`src/rtl/deu_pkg.sv`:
```
package deu_pkg;
  localparam int REG_W   = 32;
  localparam int MAX_CMP = 4;

  // Control/status bit positions
  localparam int B_EXT_MODE = 31;
  localparam int B_INT_MODE = 30;
  localparam int B_CPL      = 27;
  localparam int B_CMP1     = 23;  // comparator k uses B_CMP1 - k (k from 0)

  // Register addresses
  localparam int A_CTRL = 0;
  localparam int A_STAT = 1;
  localparam int A_CMP0 = 2;

  localparam logic [REG_W-1:0] CTRL_MASK = 32'hC8FF_0000;

  function automatic logic [REG_W-1:0] stat_mask(input int n_cmp);
    logic [REG_W-1:0] m;
    m = '0;
    m[B_CPL] = 1'b1;
    for (int k = 0; k < n_cmp; k++) m[B_CMP1-k] = 1'b1;
    return m;
  endfunction
endpackage

```
`src/rtl/deu_cmp.sv`:
```
module deu_cmp #(
  parameter int IADDR_W = 32
) (
  input  logic               en_i,
  input  logic               valid_i,
  input  logic [IADDR_W-1:0] addr_i,
  input  logic [IADDR_W-1:0] ref_i,
  output logic               hit_o
);
  assign hit_o = en_i && valid_i && (addr_i == ref_i);
endmodule

```
`src/rtl/deu_regs.sv`:
```
module deu_regs
  import deu_pkg::*;
#(
  parameter int NUM_CMP = 4,
  parameter int IADDR_W = 32,
  parameter int RA_W    = 3
) (
  input  logic                            clk_i,
  input  logic                            rst_ni,
  input  logic                            wr_en_i,
  input  logic [RA_W-1:0]                 wr_addr_i,
  input  logic [REG_W-1:0]                wr_data_i,
  input  logic [RA_W-1:0]                 rd_addr_i,
  input  logic [REG_W-1:0]                status_i,
  output logic [REG_W-1:0]                ctrl_o,
  output logic [NUM_CMP-1:0][IADDR_W-1:0] cmp_o,
  output logic                            stat_wr_o,
  output logic [REG_W-1:0]                rd_data_o
);
  always_ff @(posedge clk_i or negedge rst_ni) begin
    if (!rst_ni) ctrl_o <= '0;
    else if (wr_en_i && wr_addr_i == RA_W'(A_CTRL)) ctrl_o <= wr_data_i & CTRL_MASK;
  end

  for (genvar k = 0; k < NUM_CMP; k++) begin : g_cmp_reg
    always_ff @(posedge clk_i or negedge rst_ni) begin
      if (!rst_ni) cmp_o[k] <= '0;
      else if (wr_en_i && wr_addr_i == RA_W'(A_CMP0 + k)) cmp_o[k] <= wr_data_i[IADDR_W-1:0];
    end
  end

  assign stat_wr_o = wr_en_i && (wr_addr_i == RA_W'(A_STAT));

  always_comb begin
    rd_data_o = '0;
    if (rd_addr_i == RA_W'(A_CTRL)) rd_data_o = ctrl_o;
    if (rd_addr_i == RA_W'(A_STAT)) rd_data_o = status_i;
    for (int k = 0; k < NUM_CMP; k++)
      if (rd_addr_i == RA_W'(A_CMP0 + k)) rd_data_o = REG_W'(cmp_o[k]);
  end
endmodule

```
`src/rtl/deu_status.sv`:
```
module deu_status
  import deu_pkg::*;
(
  input  logic             clk_i,
  input  logic             rst_ni,
  input  logic [REG_W-1:0] set_i,
  input  logic [REG_W-1:0] clr_i,
  output logic [REG_W-1:0] status_o,
  output logic             req_o
);
  // set wins over a same-cycle clear
  always_ff @(posedge clk_i or negedge rst_ni) begin
    if (!rst_ni) begin
      status_o <= '0;
      req_o    <= 1'b0;
    end else begin
      status_o <= (status_o & ~clr_i) | set_i;
      req_o    <= |set_i;
    end
  end
endmodule

```
`src/rtl/debug_event_unit.sv`:
```
module debug_event_unit
  import deu_pkg::*;
#(
  parameter int NUM_CMP = 4,
  parameter int IADDR_W = 32,
  localparam int RA_W   = $clog2(A_CMP0 + NUM_CMP)
) (
  input  logic               clk_i,
  input  logic               rst_ni,
  input  logic               dbg_en_i,
  input  logic               issue_valid_i,
  input  logic [IADDR_W-1:0] issue_addr_i,
  input  logic               retire_i,
  input  logic               wr_en_i,
  input  logic [RA_W-1:0]    wr_addr_i,
  input  logic [REG_W-1:0]   wr_data_i,
  input  logic [RA_W-1:0]    rd_addr_i,
  output logic [REG_W-1:0]   rd_data_o,
  output logic               dbg_req_o
);
  localparam logic [REG_W-1:0] STAT_MASK = stat_mask(NUM_CMP);

  logic [REG_W-1:0]                ctrl_q;
  logic [REG_W-1:0]                status_q;
  logic [NUM_CMP-1:0][IADDR_W-1:0] cmp_q;
  logic                            stat_wr;
  logic [NUM_CMP-1:0]              hit;
  logic [REG_W-1:0]                set_vec;
  logic [REG_W-1:0]                clr_vec;
  logic                            gate;

  deu_regs #(.NUM_CMP(NUM_CMP), .IADDR_W(IADDR_W), .RA_W(RA_W)) regs_i (
    .clk_i, .rst_ni, .wr_en_i, .wr_addr_i, .wr_data_i, .rd_addr_i,
    .status_i(status_q), .ctrl_o(ctrl_q), .cmp_o(cmp_q),
    .stat_wr_o(stat_wr), .rd_data_o
  );

  assign gate = dbg_en_i && ctrl_q[B_INT_MODE];

  for (genvar k = 0; k < NUM_CMP; k++) begin : g_cmp
    deu_cmp #(.IADDR_W(IADDR_W)) cmp_i (
      .en_i   (gate && ctrl_q[B_CMP1-k]),
      .valid_i(issue_valid_i),
      .addr_i (issue_addr_i),
      .ref_i  (cmp_q[k]),
      .hit_o  (hit[k])
    );
  end

  always_comb begin
    set_vec = '0;
    set_vec[B_CPL] = gate && ctrl_q[B_CPL] && retire_i;
    for (int k = 0; k < NUM_CMP; k++) set_vec[B_CMP1-k] = hit[k];
  end

  assign clr_vec = stat_wr ? (wr_data_i & STAT_MASK) : '0;

  deu_status status_i (
    .clk_i, .rst_ni, .set_i(set_vec), .clr_i(clr_vec),
    .status_o(status_q), .req_o(dbg_req_o)
  );
endmodule

```
`config.mk`:
```
export PLATFORM = sky130hd
export DESIGN_NAME = debug_event_unit
export DESIGN_NICKNAME = d
export VERILOG_FILES = /design/src/rtl/deu_pkg.sv /design/src/rtl/deu_cmp.sv /design/src/rtl/deu_regs.sv /design/src/rtl/deu_status.sv /design/src/rtl/debug_event_unit.sv
export SDC_FILE = /design/constraint.sdc
export NUM_CORES = 1
export LEC_CHECK = 0
export BUFFER_PORTS_ARGS = -buffer_cell sky130_fd_sc_hd__buf_2
export CORE_ASPECT_RATIO = 2
export CORE_MARGIN = 3
export CORE_UTILIZATION = 50
export DETAILED_ROUTE_END_ITERATION = 10
export GPL_TIMING_DRIVEN = 0
export PLACE_DENSITY_LB_ADDON = 0.08
export SKIP_CTS_REPAIR_TIMING = 1
export SLEW_MARGIN = 20
export SYNTH_ARGS = -nofsm -noshare
export SYNTH_HDL_FRONTEND = slang
export SYNTH_SLANG_ARGS = --single-unit
```
`constraint.sdc`:
```
create_clock -name clk_i -period 2 [get_ports clk_i]
set_clock_uncertainty 0.05 [all_clocks]
set_input_delay 0.2 -clock clk_i [delete_from_list [all_inputs] [get_ports clk_i]]
set_output_delay 0.2 -clock clk_i [all_outputs]
set_load 0.005 [all_outputs]
```
=== Word level (Yosys, flattened, before mapping) ===
Cells that the tools add are included.

* Register bits after elaboration: 172
* Output and inout bits: 33
* Word-level logic and storage cells: 55

* Reduce and logical (&&, ||, !) cells: 24
* Bitwise operators: 3
* Equality and inequality tests: 14
* Muxes and demuxes: 7

{| class="wikitable"
|+ Operator list
! operator !! count
|-
| $mux 32 || 6
|-
| $eq 32x32->1 || 4
|-
| $and 32x32->32 || 1
|-
| $not 28->32 || 1
|-
| $or 32x28->32 || 1
|-
| $mux 28 || 1
|-
| $logic_and 1x1->1 || 21
|-
| $eq 3x2->1 const B || 4
|-
| $eq 3x3->1 const B || 4
|-
| $eq 3x1->1 const B || 2
|-
| $logic_not 3->1 || 2
|-
| $reduce_or 5->1 || 1
|}

=== Longest topological paths before layout ===
* Depth after elaboration: 7
* Depth in mapped cells: 8

=== Cells and area by module ===
From an unflattened synthesis, not the netlist that was laid out.

* Cell total of the unflattened synthesis: 803
* Area total of the unflattened synthesis: 9609.2 um^2

{| class="wikitable"
|+ By module, submodules not included
! module !! area each (um^2) !! sequential area each (um^2) !! cells each !! instances
|-
| deu_regs || 6811.5 || 3478.3 || 508 || 1
|-
| deu_cmp || 365.4 || 0.0 || 44 || 4
|-
| deu_status || 1262.5 || 825.8 || 108 || 1
|-
| debug_event_unit || 73.8 || 0.0 || 11 || 1
|}

=== Worst setup path after synthesis ===
OpenSTA, ideal clock, no wires.

* Path kind: register to register
* From: reg regs_i.cmp_o[89] (netlist name)
* To: reg status_i.req_o
* Stages on the path, launching flop included: 7
* Arrival: 1.491 ns
* Path slack: 0.390 ns
* Setup time: 0.069 ns
* Path buffers: 0
* Clock period less this slack: 1.610 ns
* Cells stage by stage: dfrtp_1 -> xor2_1 -> nor4_2 -> nand3_1 -> or3_1 -> and3_1 -> nand3_1

* Cells in the longest elaborated chain, start to end: 3

{| class="wikitable"
|+ Ends and longest elaborated chain
! element !! RTL line !! text
|-
| start, declared || deu_regs.sv:16 || <nowiki>output logic [NUM_CMP-1:0][IADDR_W-1:0] cmp_o,</nowiki>
|-
| start signal, assigned by index || deu_regs.sv:28 || <nowiki>else if (wr_en_i && wr_addr_i == RA_W'(A_CMP0 + k)) cmp_o[k] <= wr_data_i[IADDR_W-1:0];</nowiki>
|-
| $eq 32x32->1 || deu_cmp.sv:10 || <nowiki>assign hit_o = en_i && valid_i && (addr_i == ref_i);</nowiki>
|-
| $logic_and 1x1->1 || deu_cmp.sv:10 ||
|-
| $reduce_or 5->1 || deu_status.sv:18 || <nowiki>req_o <= |set_i;</nowiki>
|-
| end signal, assigned || deu_status.sv:18 ||
|-
| end, declared || deu_status.sv:9 || <nowiki>output logic req_o</nowiki>
|}

Every way passes these cells.
A chain may end at the register's enable or synchronous reset.

=== Worst setup path after layout ===
* From: reg regs_i.cmp_o[50] (netlist name)
* To: reg status_i.req_o

Same word-level chain as after synthesis.

==> qor.yml <==
run_status:
  status: "finished with violations"
  violations: "hold timing"
setup_path:
  cp-startpoint: "regs_i.cmp_o[50]$_DFFE_PN0P_"
  cp.buffers_inverters: 0
  cpMaxStageDelayCell: "nor4_2"
  rrSetupSlack_ps: 30
  cp.arrival_ps: 2280
  critical_path_required_ps: 2310
  critPathKind: "reg2reg"
  critPathMaxFanout: 3
  worst_setup_path_start_kind: "flip-flop"
  worstReg2RegStart: "regs_i.cmp_o[50]$_DFFE_PN0P_"
  crit_path_end_kind: "flip-flop"
  critPathMaxStageDelay_ps: 420
  path_delay_family: "simple AND/OR/NAND/NOR gates"
  path_cells: "xor2_1 -> nor4_2 -> nand4_1 -> or3_4 -> and3_1 -> nand3_1"
placement:
  gp_congestion: 0.9523
  post-place-ws_ps: -495.5
  post_dp_cell_area_um2: 8678
  io_buffers: 106
  hpwl_mm: 20.52
timing:
  maxSlewViolCount: 0
  fin_crit_ps: 1968
  rsz0062_at_grt: "yes"
  worst_slack_ps: 31.75
  relSlewSlack_pct: 27.38
  final_hold_viol_count: 6
  finalSetupViolations: 0
  period_share_pct: 98.41
  fmax_mhz: 508.1
  finalSetupTns_ps: 0
  hold_slack_ps: -4.474
  max_slew.worst_pin.slew_ps: 1081
floorplan:
  die_y_um: 183.3
  die-area_um2: 17360
  die_width_um: 94.67
  rows: 64
  start_util_pct: 51.14
  core_um2: 15370
  ioPinCount: 109
layout:
  final-seq-area_um2: 3628
  fill_cells: 1323
  drive_gt1_share_pct: 40.92
  area_growth_pct: 20.48
  fin_nets: 868
  multiInputGateArea_um2: 4202
  layout_commonest_cell: "dfrtp_1"
  fin_area_um2: 9473
  final_cell_mix: "dfrtp_1, mux2_2, xor2_1"
  diodes: 0
yosys:
  yosysSeqAreaShare_pct: 46.15
  synthCells: 662
  synth_area_leaders: "dfrtp_1, mux2_2, xor2_1, mux2i_1, nor4_1"
  ys_ff_latch: 145
  netlist.area_leader.share_pct: 46.15
  synth_cell_types: 29
  syn_area_per_cell_um2: 11.88
  synth_largest_area_cell: "dfrtp_1"
  synth_area_um2: 7863
  syn_nets: 738
  yosysWarnings: 0
clock_tree:
  cts.sinks: 145
  cts-buffers-inserted: 17
  cts.path.max_buffers: 2
  clock_latency_ps: 430
  htreeDepth: 4
  path_clk_slew_ps: 60
  cts_tree: "yes"
  root_buffer: "clkbuf_16"
routing:
  vias: 6048
  met3_length_mm: 1.546
  via_per_inst: 6.036
  wl_met1_mm: 9.829
  wl_mm: 27.46
  firstDrtPassIters: 5
  ant_nets: 0
  wl_met2_mm: 14.58
  drc: 0
  highest_layer: "met4"
  drt-wirelength-per-cell_um: 27.41
  drt-initial-drc-count: 369
global_routing:
  grt_pass1_wl_mm: 40.25
  grt_max_degree: 75
  antenna_found_initial: 0
  gr-total-overflow: 0
  grt_pass1_vias: 6561
  track_usage_pct: 32.64
hold_path:
  min_from: "wr_data_i[3]"
  hold_class: "in2reg"
power_and_ir_drop:
  peakVddDrop_v: 0.0007274
  finalPower_w: 0.009962
  p_leak_nw: 4.286
  powerDensity_nw_per_um2: 1052
flow_run:
  maxCapViolations: 0
[cells in the mapped netlist]
library cell / instances
clkbuf_1: 13
nor4_2: 2
nand2b_1: 3
dfrtp_1: 145
mux4_2: 1
or3_1: 3
nor3_1: 2
a22oi_1: 15
o22ai_1: 12
xor2_1: 124
inv_1: 1
xnor2_1: 4
o221ai_1: 4
a221oi_1: 7
nor2b_1: 2
a21oi_1: 13
mux2_2: 143
nand4b_1: 2
nor2_1: 27
nor4_1: 30
nor3b_2: 2
buf_2: 19
a222oi_1: 9
mux2i_1: 23
nand2_1: 35
nand4_1: 6
and3_1: 1
nand3_1: 13
and2_1: 1
[where the power goes]
part           total (W)  internal [W]  switching [W]
Combinational    0.00242       0.00113        0.00129
Clock            0.00335       0.00211        0.00124
Sequential       0.00419       0.00357       0.000621
[layout make-up]
type,instances,share of cell area [%]
flip-flops and latches,145,38.30
well taps,198,2.615
plain buffers,31,1.717
clock inverters,10,1.691
inverters,1,0.03962
clock buffers,21,4.755
repair buffers,112,6.525
multi-input cells,484,44.35
[registers in the layout (all words and copies together), names as in the netlist]
name	count
regs_i.cmp_o	128
regs_i.ctrl_o	11
status_i.req_o	1
status_i.status_o	5
[logic make-up (layout without fill, tap and decap cells)]
group           Yosys count  after routing  synth area share, %
mux                     167            167                23.70
flops                   145            145                46.15
simple gates            129            129                8.434
xor+xnor                128            128                14.26
compound gates           60             60                5.586
buf+inv                  33            175                1.878
[layer usage]
| layer | vias to the layer above | global-route usage, % |
|---|---|---|
| met4 | 0 | 18.16 |
| met2 | 253 | 56.96 |
| met3 | 75 | 6.240 |
| met5 | - | 0 |
| met1 | 3058 | 36.48 |
| li1 | 2662 | - |
[final timing paths]
| path | end | cells past startpoint |
|---|---|---|
| hold reg to reg | status_i.status_o[21]$_DFF_PN0_ | 2 |
| hold / removal | regs_i.cmp_o[99]$_DFFE_PN0P_ | 2 |
| setup reg to reg | status_i.req_o$_DFF_PN0_ | 6 |
| min in group asynchronous | regs_i.ctrl_o[16]$_DFFE_PN0P_ | 2 |
| max in group asynchronous | regs_i.cmp_o[125]$_DFFE_PN0P_ | 3 |
| setup / recovery | status_i.req_o$_DFF_PN0_ | 6 |
[metrics by stage]
stage               hold WS, ps  std cells  util, %
finish                   -4.474       1002    61.61
floorplan                -145.6        662        -
CTS                      -286.6        998    60.42
global placement          395.8        966    56.20
global route            0.06431       1002    61.61
detailed placement        160.9        967    56.45
Note: power is estimated with default switching activity, not from simulation.
